File: src/rtl/pll_ctrl_pkg.sv
package pll_ctrl_pkg;
    localparam int DATA_W = 8;

    // control register bit positions
    localparam int CB_PLL_EN = 7;
    localparam int CB_IRQ_EN = 6;
    localparam int CB_FLAG   = 5;
    localparam int CB_BCLK   = 4;
    localparam int CB_AUTO   = 3;
    localparam int CB_LOCKED = 2;

    typedef enum logic {
        LK_OUT = 1'b0,
        LK_IN  = 1'b1
    } lock_state_e;
endpackage

File: src/rtl/pll_lock_sync.sv
module pll_lock_sync #(
    parameter int STAGES = 2
) (
    input  logic clk,
    input  logic rst_n,
    input  logic din,
    output logic dout
);
    logic [STAGES-1:0] sh_q;

    always_ff @(posedge clk or negedge rst_n) begin
        if (!rst_n) sh_q <= '0;
        else        sh_q <= {sh_q[STAGES-2:0], din};
    end

    assign dout = sh_q[STAGES-1];
endmodule

File: src/rtl/pll_lock_fsm.sv
module pll_lock_fsm
    import pll_ctrl_pkg::*;
(
    input  logic clk,
    input  logic rst_n,
    input  logic lock_s,
    output logic locked,
    output logic lock_evt
);
    lock_state_e state_q, state_d;

    always_ff @(posedge clk or negedge rst_n) begin
        if (!rst_n) state_q <= LK_OUT;
        else        state_q <= state_d;
    end

    always_comb begin
        state_d  = state_q;
        lock_evt = 1'b0;
        unique case (state_q)
            LK_OUT: if (lock_s) begin
                state_d  = LK_IN;
                lock_evt = 1'b1;
            end
            LK_IN: if (!lock_s) begin
                state_d  = LK_OUT;
                lock_evt = 1'b1;
            end
        endcase
    end

    assign locked = (state_q == LK_IN);
endmodule

File: src/rtl/pll_mult_dec.sv
module pll_mult_dec #(
    parameter int W = 4
) (
    input  logic [W-1:0] code,
    output logic [W-1:0] n
);
    localparam logic [W-1:0] ONE = W'(1);

    always_comb begin
        if (code <= ONE) n = ONE;
        else             n = code;
    end
endmodule

File: src/rtl/pll_vco_div.sv
module pll_vco_div (
    input  logic clk,
    input  logic rst_n,
    input  logic ce,
    output logic half
);
    always_ff @(posedge clk or negedge rst_n) begin
        if (!rst_n)  half <= 1'b0;
        else if (ce) half <= ~half;
    end
endmodule

File: src/rtl/pll_ctrl_regs.sv
module pll_ctrl_regs
    import pll_ctrl_pkg::*;
#(
    parameter int ADDR_W      = 1,
    parameter int MULT_W      = 4,
    parameter int RANGE_W     = 4,
    parameter int SYNC_STAGES = 2,
    parameter int RANGE_RESET = 6
) (
    input  logic               clk,
    input  logic               rst_n,
    input  logic [ADDR_W-1:0]  bus_addr,
    input  logic               bus_wr,
    input  logic [DATA_W-1:0]  bus_wdata,
    output logic [DATA_W-1:0]  bus_rdata,
    input  logic               lock_raw,
    input  logic               vco_ce,
    output logic               pll_on,
    output logic [MULT_W-1:0]  mult_n,
    output logic [RANGE_W-1:0] range_code,
    output logic               vco_sel,
    output logic               vco_half,
    output logic               irq
);
    localparam logic [ADDR_W-1:0]  A_CTRL  = '0;
    localparam logic [ADDR_W-1:0]  A_FREQ  = ADDR_W'(1);
    localparam logic [RANGE_W-1:0] RNG_RST = RANGE_W'(RANGE_RESET);

    logic pll_en_q, irq_en_q, flag_q, bclk_q, auto_q;
    logic [MULT_W-1:0]  mult_q;
    logic [RANGE_W-1:0] range_q;
    logic lock_s, locked, lock_evt;
    logic wr_ctrl, wr_freq;

    assign wr_ctrl = bus_wr && (bus_addr == A_CTRL);
    assign wr_freq = bus_wr && (bus_addr == A_FREQ);

    pll_lock_sync #(.STAGES(SYNC_STAGES)) u_sync (
        .clk(clk), .rst_n(rst_n), .din(lock_raw), .dout(lock_s)
    );

    pll_lock_fsm u_fsm (
        .clk(clk), .rst_n(rst_n), .lock_s(lock_s),
        .locked(locked), .lock_evt(lock_evt)
    );

    pll_mult_dec #(.W(MULT_W)) u_dec (
        .code(mult_q), .n(mult_n)
    );

    pll_vco_div u_div (
        .clk(clk), .rst_n(rst_n), .ce(vco_ce), .half(vco_half)
    );

    // control fields
    always_ff @(posedge clk or negedge rst_n) begin
        if (!rst_n) begin
            pll_en_q <= 1'b0;
            irq_en_q <= 1'b0;
            auto_q   <= 1'b0;
        end else if (wr_ctrl) begin
            pll_en_q <= bus_wdata[CB_PLL_EN];
            irq_en_q <= bus_wdata[CB_IRQ_EN];
            auto_q   <= bus_wdata[CB_AUTO];
        end
    end

    // base-clock select, blocked while range is zero
    always_ff @(posedge clk or negedge rst_n) begin
        if (!rst_n)                bclk_q <= 1'b0;
        else if (range_q == '0)    bclk_q <= 1'b0;
        else if (wr_ctrl)          bclk_q <= bus_wdata[CB_BCLK];
    end

    // interrupt flag: lock event wins over write-1-to-clear
    always_ff @(posedge clk or negedge rst_n) begin
        if (!rst_n)                              flag_q <= 1'b0;
        else if (!auto_q)                        flag_q <= 1'b0;
        else if (lock_evt)                       flag_q <= 1'b1;
        else if (wr_ctrl && bus_wdata[CB_FLAG])  flag_q <= 1'b0;
    end

    // frequency fields, locked while the PLL runs
    always_ff @(posedge clk or negedge rst_n) begin
        if (!rst_n) begin
            mult_q  <= '0;
            range_q <= RNG_RST;
        end else if (wr_freq && !pll_en_q) begin
            mult_q  <= bus_wdata[MULT_W-1:0];
            range_q <= bus_wdata[MULT_W +: RANGE_W];
        end
    end

    always_comb begin
        bus_rdata = '0;
        if (bus_addr == A_CTRL) begin
            bus_rdata[CB_PLL_EN] = pll_en_q;
            bus_rdata[CB_IRQ_EN] = irq_en_q;
            bus_rdata[CB_FLAG]   = flag_q & auto_q;
            bus_rdata[CB_BCLK]   = bclk_q;
            bus_rdata[CB_AUTO]   = auto_q;
            bus_rdata[CB_LOCKED] = locked;
        end else if (bus_addr == A_FREQ) begin
            bus_rdata = {range_q, mult_q};
        end
    end

    assign pll_on     = pll_en_q;
    assign range_code = range_q;
    assign vco_sel    = bclk_q;
    assign irq        = flag_q & irq_en_q & auto_q;
endmodule


File: config.mk
export PLATFORM = sky130hd
export DESIGN_NAME = pll_ctrl_regs
export DESIGN_NICKNAME = d
export VERILOG_FILES = /design/src/rtl/pll_ctrl_pkg.sv /design/src/rtl/pll_lock_sync.sv /design/src/rtl/pll_lock_fsm.sv /design/src/rtl/pll_mult_dec.sv /design/src/rtl/pll_vco_div.sv /design/src/rtl/pll_ctrl_regs.sv
export SDC_FILE = /design/constraint.sdc
export NUM_CORES = 1
export LEC_CHECK = 0
export ABC_CLOCK_PERIOD_IN_PS = 1250
export BUFFER_PORTS_ARGS = -buffer_cell sky130_fd_sc_hd__buf_4
export CORE_ASPECT_RATIO = 0.8
export CORE_MARGIN = 2
export CORE_UTILIZATION = 30
export DETAILED_ROUTE_END_ITERATION = 8
export SLEW_MARGIN = 30
export SYNTH_ARGS = -nofsm -noshare
export SYNTH_HDL_FRONTEND = slang
export SYNTH_SLANG_ARGS = --single-unit
File: constraint.sdc
create_clock -name clk -period 1.25 [get_ports clk]
set_input_delay 0.125 -clock clk [delete_from_list [all_inputs] [get_ports clk]]
set_output_delay 0.125 -clock clk [all_outputs]
set_load 0.02 [all_outputs]
# After elaboration in Yosys (flattened, before gate mapping)
# Index checks and enable logic that the tools add are counted.
# classes
n_eq_ne	1
n_lt_le_gt_ge	1
n_bitwise	6
muxes	11
n_reduce_logical	7
# op_table
operator	count
1-bit 2-to-1 mux	7
6-bit 2-to-1 mux	1
4-bit by 1-bit <= comparator with 1-bit output, second input constant	1
1-bit logical AND	4
4-bit logical NOT	1
4-bit 2-to-1 mux	1
1-bit AND	3
3-bit by 1-bit != test with 1-bit output, second input constant	1
1-bit NOT	3
2-bit 2-to-1 mux	1
1-bit one-hot mux with 2 select lines	1
2-bit nonzero test	1
1-bit logical NOT	1
# word_totals
reg_bits	17
elab_cells	36
input_bits	14

# Longest topological paths before layout
# logic_depth
depth_word	6
ltp_mapped	4
ltp_nobuf	3

# Hierarchy
# From an unflattened synthesis, not the netlist that was laid out.
# hier_totals
hier_cells	56
hier_area_um2	759.5
# by_module_without_submodules
mod	cells_per_inst	seq_area_each_um2	area_each_um2	instances
pll_ctrl_regs	45	327.8	619.3	1
pll_lock_sync	2	50.0	50.0	1
pll_lock_fsm	2	25.0	33.8	1
pll_vco_div	2	25.0	33.8	1
pll_mult_dec	5	0.0	22.5	1

# Worst setup path after synthesis
# Ideal clock, no wire load.
# synth_path
path_kind	reg-to-reg
startpoint	register pll_en_q (netlist: pll_on)
endpoint	register mult_q[0]
arrival_ns	1.007
synth_period_minus_slack_ns	1.132
required_ns	1.125
stages_incl_launch_ff	3
n_path_buf	0
setup_slack_ns	0.118
cell_sequence	dfrtp_1 -> nand3b_4 -> mux2_2
# synth_between
elab_chain_len	2
# synth_rtl
element	line_no	text
start, declared	pll_ctrl_regs.sv:29	logic pll_en_q, irq_en_q, flag_q, bclk_q, auto_q;
start signal, assigned	pll_ctrl_regs.sv:62	pll_en_q <= bus_wdata[CB_PLL_EN];
1-bit logical NOT	pll_ctrl_regs.sv:88	end else if (wr_freq && !pll_en_q) begin
1-bit logical AND	pll_ctrl_regs.sv:88	
end signal, assigned	pll_ctrl_regs.sv:89	mult_q <= bus_wdata[MULT_W-1:0];
end, declared	pll_ctrl_regs.sv:30	logic [MULT_W-1:0] mult_q;
# No other way between the ends.
# A chain may end at the register's enable or synchronous reset.

# Worst setup path after layout
# layout_path
startpoint	register auto_q
endpoint	output bus_rdata[3]
# layout_between
elab_chain_len	1
# layout_rtl
element	line_no	text
start, declared	pll_ctrl_regs.sv:29	
start signal, assigned	pll_ctrl_regs.sv:64	auto_q <= bus_wdata[CB_AUTO];
6-bit 2-to-1 mux	pll_ctrl_regs.sv:96	if (bus_addr == A_CTRL) begin
end, declared	pll_ctrl_regs.sv:15	output logic [DATA_W-1:0] bus_rdata,
# No other way between the ends.

==> results.sh <==
export IMPL_fmax_mhz=796
export IMPL_synthFlopType="dfrtp_1"
export IMPL_grt_pass1_wl_um=3050
export IMPL_antenna_found_initial=0
export IMPL_yosys_top_cells_count="mux2_2, dfrtp_1, clkbuf_1"
export IMPL_synth_nets=69
export IMPL_final_area_um2=1200
export IMPL_rr_worst_depth=3
export IMPL_grt_pass1_vias=629
export IMPL_antennaDiodeCount=0
export IMPL_endpoint="bus_rdata[3]"
export IMPL_groute_usage_overall_pct=14.0
export IMPL_seqCellArea_um2=428
export IMPL_port_buffers=33
export IMPL_dpl_hpwl_um=1290
export IMPL_clk_latency_ns=0.28
export IMPL_die_h_um=48.9
export IMPL_end_kind="primary output"
export IMPL_avgSynthCellArea_um2=13.8
export IMPL_numCtsBuffers=3
export IMPL_startpoint="auto_q$_DFFE_PN0P_"
export IMPL_synth_edf_count=0
export IMPL_power_leakage_nw=0.592
export IMPL_vias=591
export IMPL_total_power_mw=1.95
export IMPL_grt_max_degree=18
export IMPL_hp_start="bus_wdata[1]"
export IMPL_fillers=240
export IMPL_yosysSeqAreaShare_pct=56.5
export IMPL_relSlewSlack_pct=84.5
export IMPL_placed_area_um2=1030
export IMPL_dr_wl_met2_um=858
export IMPL_clockRootBuffer="clkbuf_4"
export IMPL_synth_area_um2=757
export IMPL_routed_wl_um=1820
export IMPL_h_tree_depth=1
export IMPL_async_flop_share_pct=100
export IMPL_drive_gt1_share_pct=68.7
export IMPL_start_util_pct=31.3
export IMPL_min_period_ns=1.26
export IMPL_critPathLaunchType="flop"
export IMPL_tightest_slew_ns=0.230
export IMPL_drc=0
export IMPL_synthCells=55
export IMPL_wl_met1_um=830
export IMPL_synth_most_common_cell="mux2_2"
export IMPL_fin_ws_ns=-0.00626
export IMPL_rsz0062_at_grt="true"
export IMPL_critPathMaxFanout=5
export IMPL_reg2reg_from="pll_on$_DFFE_PN0P_"
export IMPL_ys_warn_count=0
export IMPL_die_x_um=60.2
export IMPL_crit_type="reg2out"
export IMPL_cts_tree="built"
export IMPL_gp_congestion=0.728
export IMPL_clockBufferDepth=2
export IMPL_r2r_slack_ns=0.07
export IMPL_die_area_um2=2940
export IMPL_wl_per_cell_um=13.5
export IMPL_hold_violations=0
export IMPL_core_rowCount=16
export IMPL_synth_area_leader_cell="dfrtp_1"
export IMPL_worst_ep_arrival_time_ns=1.13
export IMPL_layout_nets=114
export IMPL_cts_num_sinks=17
export IMPL_via_per_inst=4.38
export IMPL_violations="setup timing"
export IMPL_synth_top_area_share_pct=49.6
export IMPL_drt_pass1_iterations=2
export IMPL_finalCritPeriodShare_pct=101
export IMPL_multi_input_area_um2=328
export IMPL_worst_r2r_endpoint="mult_q[0]$_DFFE_PN0P_"
export IMPL_setup_viol=1
export IMPL_hold_class="in2reg"
export IMPL_drv_cap=0
export IMPL_status="finished with violations"
export IMPL_postRouteAntennaNets=0
export IMPL_top_layer="met4"
export IMPL_clkTransAtPathRegs_ns=0.09
export IMPL_ios=34
export IMPL_power_per_cell_area_nw_per_um2=1630
export IMPL_post_route_util_pct=49.5
export IMPL_overflow=0
export IMPL_syn2layout_area_growth_pct=58.3
export IMPL_whs_path_depth=2
export IMPL_ys_types=20
export IMPL_wl_met3_um=118
export IMPL_vdd_ir_drop_worst_mv=0.720
export IMPL_drt_iter0_markers=11
export IMPL_hold_slack_ns=0.0675
export IMPL_worst_ep_required_time_ns=1.12
export IMPL_synth_seq_cells=17
export IMPL_finClkSkew_ns=0.000342
export IMPL_coreArea_um2=2420
export IMPL_synthTopCellsByArea="dfrtp_1, mux2_2, dfstp_2, nand3b_4, xor2_1"
export IMPL_report_final_slew_viol_count=0
==> sequential cells by signal, indices dropped and copies added (netlist names) <==
name          flops
u_sync.sh_q       2
irq_en_q          1
flag_q            1
mult_q            4
range_code        4
pll_on            1
vco_sel           1
u_fsm.locked      1
u_div.half        1
auto_q            1
==> cell usage in the layout (no fill, tap or decap) <==
| master | Yosys | layout |
|---|---|---|
| nand2_1 | 2 | 2 |
| nor3_2 | 0 | 1 |
| nor2b_1 | 1 | 1 |
| dfstp_2 | 2 | 2 |
| mux2i_1 | 1 | 1 |
| o21ai_1 | 0 | 1 |
| or2_4 | 0 | 1 |
| buf_4 | 0 | 35 |
| clkbuf_4 | 0 | 3 |
| nand3b_4 | 1 | 1 |
| buf_6 | 1 | 7 |
| nor4_1 | 1 | 1 |
| and3_1 | 1 | 1 |
| clkbuf_1 | 3 | 1 |
| dfrtp_1 | 15 | 15 |
| mux2_2 | 16 | 11 |
| mux2_4 | 0 | 5 |
| a21oi_1 | 1 | 1 |
| a21o_1 | 1 | 1 |
| dlygate4sd3_1 | 0 | 3 |
| nor2_1 | 1 | 1 |
| xor2_1 | 2 | 2 |
| and2_2 | 2 | 2 |
==> worst min-delay path by stage <==
| stage | endpoint | slack [ns] |
|---|---|---|
| 2_1_floorplan | auto_q$_DFFE_PN0P_ | -0.17 |
| 3_3_place_gp | u_div.half$_DFFE_PN0P_ | 0.0005 |
| 3_5_place_dp | u_div.half$_DFFE_PN0P_ | 0.003 |
| 4_1_cts | mult_q[1]$_DFFE_PN0P_ | 0.05 |
| 5_1_grt | mult_q[2]$_DFFE_PN0P_ | 0.05 |
| 6_report | mult_q[1]$_DFFE_PN0P_ | 0.07 |
==> cells by family after synthesis <==
| family | share of synthesized area, % |
|---|---|
| compound gates | 2.31 |
| xor+xnor | 2.31 |
| buf+inv | 3.64 |
| flops | 56.5 |
| mux | 25.1 |
| simple gates | 10.1 |
==> power by group <==
| part | switching, mW | internal (mW) | total [mW] |
|---|---|---|---|
| Clock | 0.165 | 0.124 | 0.289 |
| Combinational | 0.400 | 0.493 | 0.893 |
| Sequential | 0.0928 | 0.677 | 0.770 |
| Total | 0.658 | 1.29 | 1.95 |
==> worst max-delay path, cell delays in order, from the launching register on <==
cell and delay (ns):
dfrtp_1 0.43, mux2_4 0.29, buf_6 0.13
==> area by class of cell <==
type / instances / area share, %
repair buffers: 45 / 31.0
flip-flops and latches: 17 / 35.7
well taps: 36 / 3.76
clock buffers: 4 / 2.19
multi-input cells: 33 / 27.3
==> per-stage QoR <==
stage,cells,TNS [ns],setup slack (ns)
CTS,135,-0.0802,-0.0311
floorplan,55,0,0.118
global placement,120,0,0.171
detailed placement,120,0,0.180
finish,135,-0.00626,-0.00626
global route,135,-0.258,-0.0552
==> what timing repair did <==
item                                    4_1_cts  5_1_grt
endpoints found under the setup margin        7        8
hold endpoints to repair                     19        0
buffers inserted                              8        0
hold buffers                                  3        0
pin swaps                                     1        0
resized for setup                             8        7
==> metal layers <==
layer	up-vias	track usage, %
met5	-	0
met4	0	3.33
met3	2	4.24
met2	21	20.3
met1	292	20.2
li1	276	-
No activity file was read; power rests on OpenSTA's default activity.
